### src/rtl/bas_pkg.sv
package bas_pkg;

  // Which event the strobe decoder recognised this cycle
  typedef enum logic [1:0] {
    SRC_IDLE  = 2'd0,  // no strobe taken: hold or advance
    SRC_PROC  = 2'd1,  // processor strobe accepted
    SRC_CTRL  = 2'd2,  // controller strobe accepted
    SRC_DESEL = 2'd3   // controller strobe with chip select high
  } src_e;

  localparam int ORD_INTERLEAVE = 0;
  localparam int ORD_LINEAR     = 1;

endpackage

### src/rtl/bas_strobe_arb.sv
module bas_strobe_arb
  import bas_pkg::*;
(
  input  logic clk,
  input  logic rst,
  input  logic cs_n,
  input  logic pstrb_n,
  input  logic cstrb_n,
  input  logic adv_n,
  output src_e src,
  output logic load,
  output logic step
);

  // Processor strobe first, then controller strobe, then deselect
  always_comb begin
    src = SRC_IDLE;
    if (!cs_n && !pstrb_n)      src = SRC_PROC;
    else if (!cs_n && !cstrb_n) src = SRC_CTRL;
    else if (cs_n && !cstrb_n)  src = SRC_DESEL;
  end

  assign load = (src == SRC_PROC) || (src == SRC_CTRL);
  assign step = (src == SRC_IDLE) && !adv_n;

  AST_PROC_GATED: assert property (@(posedge clk) disable iff (rst)
    cs_n |-> (src != SRC_PROC && !load));

  AST_PROC_WINS: assert property (@(posedge clk) disable iff (rst)
    (!cs_n && !pstrb_n && !cstrb_n) |-> (src == SRC_PROC));

  AST_DESEL_NO_STEP: assert property (@(posedge clk) disable iff (rst)
    (cs_n && !cstrb_n) |-> (!step && !load));

endmodule

### src/rtl/bas_upper_reg.sv
module bas_upper_reg #(
  parameter int HI_W = 14
) (
  input  logic            clk,
  input  logic            rst,
  input  logic            load,
  input  logic [HI_W-1:0] hi_in,
  output logic [HI_W-1:0] hi_q
);

  always_ff @(posedge clk) begin
    if (rst)       hi_q <= '0;
    else if (load) hi_q <= hi_in;
  end

  AST_UPPER_HOLD: assert property (@(posedge clk) disable iff (rst)
    !load |=> $stable(hi_q));

  AST_UPPER_LOAD: assert property (@(posedge clk) disable iff (rst)
    load |=> (hi_q == $past(hi_in)));

endmodule

### src/rtl/bas_beat_seq.sv
module bas_beat_seq #(
  parameter int CNT_W = 2,
  parameter int ORDER = 0
) (
  input  logic             clk,
  input  logic             rst,
  input  logic             load,
  input  logic             step,
  input  logic [CNT_W-1:0] start_in,
  output logic [CNT_W-1:0] low
);

  logic [CNT_W-1:0] start_q;
  logic [CNT_W-1:0] beat_q;

  // Interleaved order: start offset XOR beat number
  function automatic logic [CNT_W-1:0] ilv_low(input logic [CNT_W-1:0] s,
                                               input logic [CNT_W-1:0] b);
    return s ^ b;
  endfunction

  // Linear order: start offset plus beat number, wrapping
  function automatic logic [CNT_W-1:0] lin_low(input logic [CNT_W-1:0] s,
                                               input logic [CNT_W-1:0] b);
    return CNT_W'(s + b);
  endfunction

  always_ff @(posedge clk) begin
    if (rst) begin
      start_q <= '0;
      beat_q  <= '0;
    end else if (load) begin
      start_q <= start_in;
      beat_q  <= '0;
    end else if (step) begin
      beat_q  <= CNT_W'(beat_q + 1'b1);
    end
  end

  generate
    if (ORDER == bas_pkg::ORD_LINEAR) begin : g_linear
      assign low = lin_low(start_q, beat_q);
    end else begin : g_interleave
      assign low = ilv_low(start_q, beat_q);
    end
  endgenerate

  AST_LOAD_BEAT0: assert property (@(posedge clk) disable iff (rst)
    load |=> (beat_q == '0 && low == $past(start_in)));

  AST_STEP_INC: assert property (@(posedge clk) disable iff (rst)
    step |=> (beat_q == CNT_W'($past(beat_q) + 1'b1)));

  AST_WRAP: assert property (@(posedge clk) disable iff (rst)
    (step && beat_q == '1) |=> (beat_q == '0 && low == start_q));

  AST_BEAT_HOLD: assert property (@(posedge clk) disable iff (rst)
    (!step && !load) |=> $stable(low));

endmodule

### src/rtl/burst_addr_seq.sv
module burst_addr_seq
  import bas_pkg::*;
#(
  parameter int ADDR_W    = 16,
  parameter int BURST_LEN = 4,
  parameter int ORDER     = ORD_INTERLEAVE
) (
  input  logic              clk,
  input  logic              rst,
  input  logic              cs_n,
  input  logic              pstrb_n,
  input  logic              cstrb_n,
  input  logic              adv_n,
  input  logic [ADDR_W-1:0] addr_in,
  output logic [ADDR_W-1:0] word_addr
);

  localparam int CNT_W = $clog2(BURST_LEN);
  localparam int HI_W  = ADDR_W - CNT_W;

  src_e            src;
  logic            load;
  logic            step;
  logic [HI_W-1:0] hi_q;
  logic [CNT_W-1:0] low;

  bas_strobe_arb u_arb (
    .clk     (clk),
    .rst     (rst),
    .cs_n    (cs_n),
    .pstrb_n (pstrb_n),
    .cstrb_n (cstrb_n),
    .adv_n   (adv_n),
    .src     (src),
    .load    (load),
    .step    (step)
  );

  bas_upper_reg #(.HI_W(HI_W)) u_hi (
    .clk   (clk),
    .rst   (rst),
    .load  (load),
    .hi_in (addr_in[ADDR_W-1:CNT_W]),
    .hi_q  (hi_q)
  );

  bas_beat_seq #(.CNT_W(CNT_W), .ORDER(ORDER)) u_beat (
    .clk      (clk),
    .rst      (rst),
    .load     (load),
    .step     (step),
    .start_in (addr_in[CNT_W-1:0]),
    .low      (low)
  );

  assign word_addr = {hi_q, low};

  AST_LOAD_ADDR: assert property (@(posedge clk) disable iff (rst)
    (!cs_n && (!pstrb_n || !cstrb_n)) |=> (word_addr == $past(addr_in)));

  AST_DESEL_HOLD: assert property (@(posedge clk) disable iff (rst)
    (src == SRC_DESEL) |=> $stable(word_addr));

  AST_IDLE_HOLD: assert property (@(posedge clk) disable iff (rst)
    (src == SRC_IDLE && adv_n) |=> $stable(word_addr));

endmodule

### config.mk
export PLATFORM = sky130hd
export DESIGN_NAME = burst_addr_seq
export DESIGN_NICKNAME = d
export VERILOG_FILES = /design/src/rtl/bas_pkg.sv /design/src/rtl/bas_strobe_arb.sv /design/src/rtl/bas_upper_reg.sv /design/src/rtl/bas_beat_seq.sv /design/src/rtl/burst_addr_seq.sv
export SDC_FILE = /design/constraint.sdc
export NUM_CORES = 1
export LEC_CHECK = 0
export BUFFER_PORTS_ARGS = -buffer_cell sky130_fd_sc_hd__buf_2
export CAP_MARGIN = 20
export CORE_MARGIN = 1.5
export CORE_UTILIZATION = 40
export CTS_CLUSTER_SIZE = 30
export DETAILED_ROUTE_END_ITERATION = 8
export PLACE_DENSITY = 0.79
export SYNTH_ARGS = -nofsm -noshare
export SYNTH_HDL_FRONTEND = slang
export SYNTH_SLANG_ARGS = --single-unit
export TNS_END_PERCENT = 20
### constraint.sdc
create_clock -name clk -period 5.25 [get_ports clk]
set_clock_uncertainty 0.2 [all_clocks]
set_input_delay 1.05 -clock clk [delete_from_list [all_inputs] [get_ports clk]]
set_output_delay 1.05 -clock clk [all_outputs]
set_load 0.01 [all_outputs]
After elaboration in Yosys (flattened, before gate mapping)
Index checks and enable logic that the tools add are counted.
- bits in registers: 18
- latch bits: 0
- memory bits (writable): 0
- ROM bits: 0
- input port bits: 22
- output and inout port bits: 16
- memories: 0
- $add $sub $neg: 1
- $mul: 0
- divide/modulo/power cells: 0
- order comparisons: 0
- eq/ne operators: 2
- shift-type cells: 0
- mux-type cells: 3
- bitwise operators: 1
- reductions and logical operators: 11
- operators with widths (operator ; count):
    $mux W2 ; 3
    $logic_and A1 B1 Y1 ; 4
    $logic_not A1 Y1 ; 4
    $add A2 B1 Y2 const B ; 1
    $eq A2 B1 Y1 const B ; 1
    $eq A2 B2 Y1 const B ; 1
    $logic_not A2 Y1 ; 1
    $reduce_or A2 Y1 ; 1
    $xor A2 B2 Y2 ; 1
    $logic_or A1 B1 Y1 ; 1

Depth between registers and ports, before layout
Gate-level depths: netlist (run 1).
- word-level depth: 8
- gate-level depth with buffers: 6
- gate-level depth less buffers: 5

By module
From an unflattened synthesis (run 1), not the netlist that was laid out.
- cell total of the unflattened synthesis: 67
- area, all modules: 739.5 µm²
- modules (own cells, without submodules) (module ; times used ; cells each ; area an instance (µm²)):
    bas_upper_reg ; 1 ; 45 ; 508.0
    bas_beat_seq ; 1 ; 16 ; 170.2
    bas_strobe_arb ; 1 ; 6 ; 61.3

Least setup slack after synthesis (run 1)
OpenSTA, ideal clock, no wires.
- path kind: input to register
- start point: in cs_n
- end point: reg u_hi.hi_q[0]
- arrival: 2.137 ns
- data required time: 4.933 ns
- path slack: 2.796 ns
- stages on the path: 6
- path buffers: 2
- cell sequence: mux2_2 ha_1 buf_6 buf_12 mux2i_1 nor2_1
- cells in the longest elaborated chain, start to end: 6
- elaborated cells between the ends (all ways): 10
- those cells by class: eq/ne (2); mux (3); reduce/logical (5)
- ends and longest elaborated chain (element ; line ; text):
    start: declaration ; burst_addr_seq.sv:10 ; input logic cs_n,
    $logic_and A1 B1 Y1 / $logic_not A1 Y1 (equally long branches) ; bas_strobe_arb.sv:20, bas_strobe_arb.sv:18, bas_strobe_arb.sv:19 ;
    $mux W2 / $logic_and A1 B1 Y1 (equally long branches) ; bas_strobe_arb.sv:20, bas_strobe_arb.sv:19 ;
    $mux W2 ; bas_strobe_arb.sv:19 ; else if (!cs_n && !cstrb_n) src = SRC_CTRL;
    $mux W2 * ; bas_strobe_arb.sv:18 ; if (!cs_n && !pstrb_n) src = SRC_PROC;
    $eq A2 B1 Y1 / $eq A2 B2 Y1 (equally long branches) ; bas_strobe_arb.sv:23 ; assign load = (src == SRC_PROC) || (src == SRC_CTRL);
    $logic_or A1 B1 Y1 * ; bas_strobe_arb.sv:23 ;
    via load ; burst_addr_seq.sv:22 ; logic load;
    end signal: assignment ; bas_upper_reg.sv:13 ; else if (load) hi_q <= hi_in;
    end: declaration ; bas_upper_reg.sv:8 ; output logic [HI_W-1:0] hi_q
Mark *: on every way through the listed nets, which the timed path passes. The rest lies on a longest branch.
A chain may end at the register's enable or synchronous reset.

Final worst setup path (run 1)
- start point: in cs_n
- end point: reg u_hi.hi_q[11]
The elaborated chain is that of the path after synthesis.

==> results of run 1 <==
==> stage by stage <==
| stage | area [µm²] | cells | util (%) | setup WS (ns) |
|---|---|---|---|---|
| 2_1_floorplan | 712 | 65 | - | 2.80 |
| 3_3_place_gp | 877 | 115 | 51.9 | 2.30 |
| 3_5_place_dp | 877 | 115 | 51.9 | 2.23 |
| 4_1_cts | 913 | 119 | 54.1 | 2.54 |
| 5_1_grt | 913 | 119 | 54.1 | 2.45 |
| 6_report | 913 | 119 | 54.1 | 2.55 |
==> cell type report <==
cell class	instances	share of cell area (%)
Timing Repair Buffer	37	20.3
Clock buffer	4	3.97
Tap cell	17	2.33
Sequential cell	18	39.5
Multi-Input combinational cell	43	34.0
==> state kept, by name, summed over array words and instances, names as in the netlist <==
register and cells:
u_beat.beat_q 2, u_hi.hi_q 14, u_beat.start_q 2
==> layout by cell type, fill, tap and decap left out <==
cell type / count
xnor2_1: 1
nor2b_1: 1
ha_1: 1
buf_2: 37
nor3_1: 2
nor2_1: 16
clkbuf_8: 1
clkbuf_4: 3
o21bai_1: 1
mux2_2: 1
xor2_1: 3
mux2i_1: 16
nand3b_1: 1
dfxtp_1: 18
==> worst register-to-register path, cell delays in order, from the launching register on <==
cell and delay [ns]:
dfxtp_1 0.38, nand3b_1 0.11, xor2_1 0.15, nor3_1 0.05
==> power by group through the flow <==
stage                logic, W  registers, W  clock network, W
floorplan           0.0000405      0.000161                 0
global placement    0.0000604      0.000156                 0
detailed placement  0.0000621      0.000157                 0
CTS                 0.0000623      0.000154         0.0000862
global route        0.0000677      0.000155         0.0000924
finish              0.0000612      0.000154         0.0000817
==> cells by family after synthesis <==
logic type / Yosys count
AND/OR/NAND/NOR: 20
multiplexers: 17
flip-flops: 18
XOR/XNOR: 4
AO/OA/AOI/OAI: 1
adder cells (fa/ha/maj): 1
buffers and inverters: 4
==> worst paths after layout <==
check | depth (start not counted) | slack [ns] | endpoint | from
max | 5 | 2.55 | u_hi.hi_q[11] | cs_n
min | 2 | 0.30 | u_hi.hi_q[8] | u_hi.hi_q[8]
max reg2reg | 3 | 4.21 | u_beat.beat_q[1] | u_beat.beat_q[0]
min reg2reg | 2 | 0.30 | u_hi.hi_q[8] | u_hi.hi_q[8]
==> routing by layer <==
| layer | GRT usage, % | wire (µm) | up-vias |
|---|---|---|---|
| met5 | 0 | 0 | - |
| met1 | 15.0 | 529 | 262 |
| li1 | - | - | 288 |
| met2 | 20.6 | 678 | 16 |
| met3 | 2.40 | 50 | 0 |
| met4 | 10.6 | 0 | 0 |
==> metrics, run 1 <==
Post-synth EDFFs=0; Power Total=0.000297 W; Routed WL=1260 µm; total iterations of the first detailed-routing run=4; wire per inst=10.6 µm; die width=45.2 µm; setup TNS=0 ns; max_slew headroom=42.4%; Syn Inst Count=65; most frequent cell after synthesis=dfxtp_1; Clock power frac=27.5%; vias per inst=4.76; top cells by area, synth=dfxtp_1 (51%), mux2i_1 (22%), nor2_1 (8.4%); P per Cell Area=325 nW/µm²; async set-reset flop share out of synthesis=0%; Root Buffer=clkbuf_4; number of global-route vias before repair=512; sw frac=25.3%; post-synthesis mux area share=24.1%; CP delay by family, top=adder cells; outcome=finished clean; WS Path Type=in2reg; CP Launch Type=input port; CTS tree=done; Rows=15; NetSw=0.0000752 W; arrival time worst endpoint=2.66 ns; WHS=0.297 ns; nets=126; Netlist Area Pre-Place=712 µm²; n_diodes=0; Die Y=45.2 µm; share of cells above drive strength 1=41.2%; RSZ-0062 raised after global routing=false; total gr overflow=0; Pint=0.000221 W; largest family of logic cells by synthesized area=multiplexers; required time of the critical path=5.22 ns; hold buffers post-CTS=0; Final Hold Viols=0; Fillers=160; # resized after CTS=0; register area=360 µm²; highest clock rate=0.371 GHz; CTS Sinks=18; critical path's slowest cell=ha_1; Leakage=0.496 nW; maximum VDD drop=0.000140 V; area of the core=1690 µm²; Worst Hold Class=reg2reg; Setup Viol. Count Final=0; max_cap viols=0; Syn Nets=88; CTS max path bufs=2; initial antenna violation count=0; # port buffers=37; DRC=0; Post-synth top cells=dfxtp_1 (18), mux2i_1 (16), nor2_1 (16); GP Congestion=0.651; Worst-path clk slew=0.09 ns; maximum fanout along the worst path=18; Post-CTS Setup Repair Bufs=0; Post-Synth XOR/XNOR Area=4.92%; Synth Area in Adders=1.76%; IO Count=38; top-area cell type share of the netlist area=50.6%; H-tree depth=1; flop and latch count out of synthesis=18; min Tclk post-route=2.70 ns; global-route wire length before repair=1880 µm; fin. max-slew vios=0; DRT iter0 DRCs=7; Reg power frac=51.8%; synth warn=0; antenna-violating nets left=0; Die ar.=2040 µm²; Synth cell types=14; worst skew pair latency=0.28 ns; pin count of the biggest net entering global routing=19; post-route clock period utilization=51.4%; P&R area growth vs syn=28.3%; Combinational Power Share=20.6%; compound-gate portion of the synthesized area=1.05%; crit-path cells=buf_2, mux2_2, ha_1, mux2i_1, nor2_1; post-synthesis sequential area ratio=50.6%; simple-gate portion of the synthesized area=11.8%; Initial Util=42.1%; worst path bufs/invs=1; Multi-input gate area=310 µm²; Post-Syn Area per Cell=11.0 µm²; ys flop type=dfxtp_1; nature of the critical path endpoint=register; max incr delay on CP=0.86 ns; via count=566; Tot GR Track Use=12.9%; Worst-Margin Slew=0.864 ns; CTS buffer count=3; Synth area leader=dfxtp_1
(Power assumes the default switching activity.)
==> run 2, diff against run 1 <==
- clock period: 5.25 -> 2.8 ns (I/O delays scaled with it)
==> metrics, run 2 (synthesis gave the netlist of run 1 again) <==
outcome=finished clean (unchanged); CTS buffer count=3 (unchanged); CP Launch Type=input port (unchanged); hold buffers post-CTS=0 (unchanged); Top reg by flops=u_hi.hi_q (unchanged); worst path bufs/invs=2 (was 1); Routed WL=1280 µm (was 1260 µm); Die ar.=2040 µm² (unchanged); nets=127 (was 126); post-route clock period utilization=73.7%; wire per inst=10.6 µm (about the same); pin count of the biggest net entering global routing=19 (unchanged); Die Y=45.2 µm (unchanged); P&R area growth vs syn=29.3% (was 28.3%); Final Hold Viols=0 (unchanged); die width=45.2 µm (unchanged); Largest register FFs=14 (unchanged); highest clock rate=0.485 GHz; GP Congestion=0.664 (was 0.651); vias per inst=4.73 (was 4.76); worst skew pair latency=0.28 ns (about the same); CP delay by family, top=multiplexers (was adder cells); Worst Hold Class=reg2reg (unchanged); min Tclk post-route=2.06 ns; area of the core=1690 µm² (unchanged); fin. max-slew vios=0 (unchanged); arrival time worst endpoint=2.03 ns (was 2.66 ns); Top Registers=u_hi.hi_q: 14 flops, u_beat.beat_q: 2 flops, u_beat.start_q: 2 flops (unchanged); crit-path cells=buf_2, mux2_2, ha_1, buf_4, mux2i_1, nor2_1 (was buf_2, mux2_2, ha_1, mux2i_1, nor2_1); DRC=0 (unchanged); global-route wire length before repair=1950 µm (was 1880 µm); initial antenna violation count=0 (unchanged); # port buffers=37 (unchanged); Rows=15 (unchanged); commonest cells after routing, fill and taps aside=buf_2 (37), dfxtp_1 (18), mux2i_1 (16), nor2_1 (16) (unchanged); total gr overflow=0 (unchanged); DRT iter0 DRCs=5 (was 7); Reg2Reg Setup Slack=1.78 ns (was 4.21 ns); maximum fanout along the worst path=11 (was 18); Setup Viol. Count Final=0 (unchanged); antenna-violating nets left=0 (unchanged); number of global-route vias before repair=487 (was 512); CTS tree=done (unchanged); max incr delay on CP=0.50 ns (was 0.86 ns); maximum VDD drop=0.000328 V (was 0.000140 V); Tot GR Track Use=13.0% (was 12.9%); nature of the critical path endpoint=register (unchanged); setup TNS=0 ns (unchanged); Leakage=0.500 nW (was 0.496 nW); P per Cell Area=606 nW/µm² (was 325 nW/µm²); max_cap viols=0 (unchanged); CTS Sinks=18 (unchanged); hpwl dp=965 µm; # resized after CTS=0 (unchanged); max_slew headroom=76.4% (was 42.4%); CP Depth=6 (was 5); Root Buffer=clkbuf_4 (unchanged); commonest non-fill, non-tap cell in the layout=buf_2 (unchanged); n_diodes=0 (unchanged); required time of the critical path=2.77 ns (was 5.22 ns); share of cells above drive strength 1=41.7% (was 41.2%); CTS max path bufs=2 (unchanged); H-tree depth=1 (unchanged); Worst-path clk slew=0.10 ns (was 0.09 ns); IO Count=38 (unchanged); RSZ-0062 raised after global routing=false (unchanged); WS Path Type=in2reg (unchanged); Worst-Margin Slew=0.354 ns (was 0.864 ns); r2r worst-path depth=3 (unchanged); via count=567 (was 566); total iterations of the first detailed-routing run=2 (was 4); final core occ=54.5% (was 54.1%); hold path cells=2 (unchanged); Post-CTS Setup Repair Bufs=0 (unchanged); Initial Util=42.1% (unchanged); critical path's slowest cell=ha_1 (unchanged)
[run 2: worst paths after layout]
| kind | start | end |
|---|---|---|
| max | cs_n | u_beat.start_q[0] |
| min | u_hi.hi_q[7] | u_hi.hi_q[7] |
| min reg2reg | u_hi.hi_q[7] | u_hi.hi_q[7] |
| max reg2reg | u_beat.beat_q[0] | u_beat.beat_q[1] |
[run 2: routing by layer]
metal  vias up  share of wire (%)  track usage, %
li1        293                  -               -
met1       258                 45            16.4
met2        14                 50            20.9
met3         2                3.8            3.60
met4         0                1.1            5.29
met5         -                  0               0
[run 2: report_power, final]
group / leakage (nW) / internal [W] / switching [W]
registers: 0.148 / 0.000278 / 0.0000105
clock network: 0.0210 / 0.0000790 / 0.0000756
logic: 0.331 / 0.0000597 / 0.0000562
total: 0.500 / 0.000416 / 0.000142
[run 2: final cells by class]
| cell class | instances | area, µm² |
|---|---|---|
| fillers | 155 | 768 |
| flip-flops and latches | 18 | 360 |
| clock buffers | 4 | 36.3 |
| repair buffers | 38 | 193 |
| multi-input cells | 43 | 310 |
| well taps | 17 | 21.3 |
[run 2: stage by stage]
step / hold slack, ns / setup WS (ns) / power (W) / instance area, µm² / instances
after detailed placement: 0.281 / 0.421 / 0.000411 / 885 / 116
after CTS: 0.304 / 0.734 / 0.000567 / 921 / 120
after global placement: 0.272 / 0.469 / 0.000408 / 885 / 116
after global routing: 0.313 / 0.635 / 0.000589 / 921 / 120
final: 0.297 / 0.738 / 0.000559 / 921 / 120
after floorplan: 0.281 / 0.836 / 0.000378 / 712 / 65
[run 2: worst reg2reg max path, stage by stage (launching register included)]
cell and delay [ns]:
dfxtp_1 0.38, nand3b_1 0.10, xor2_1 0.15, nor3_1 0.11
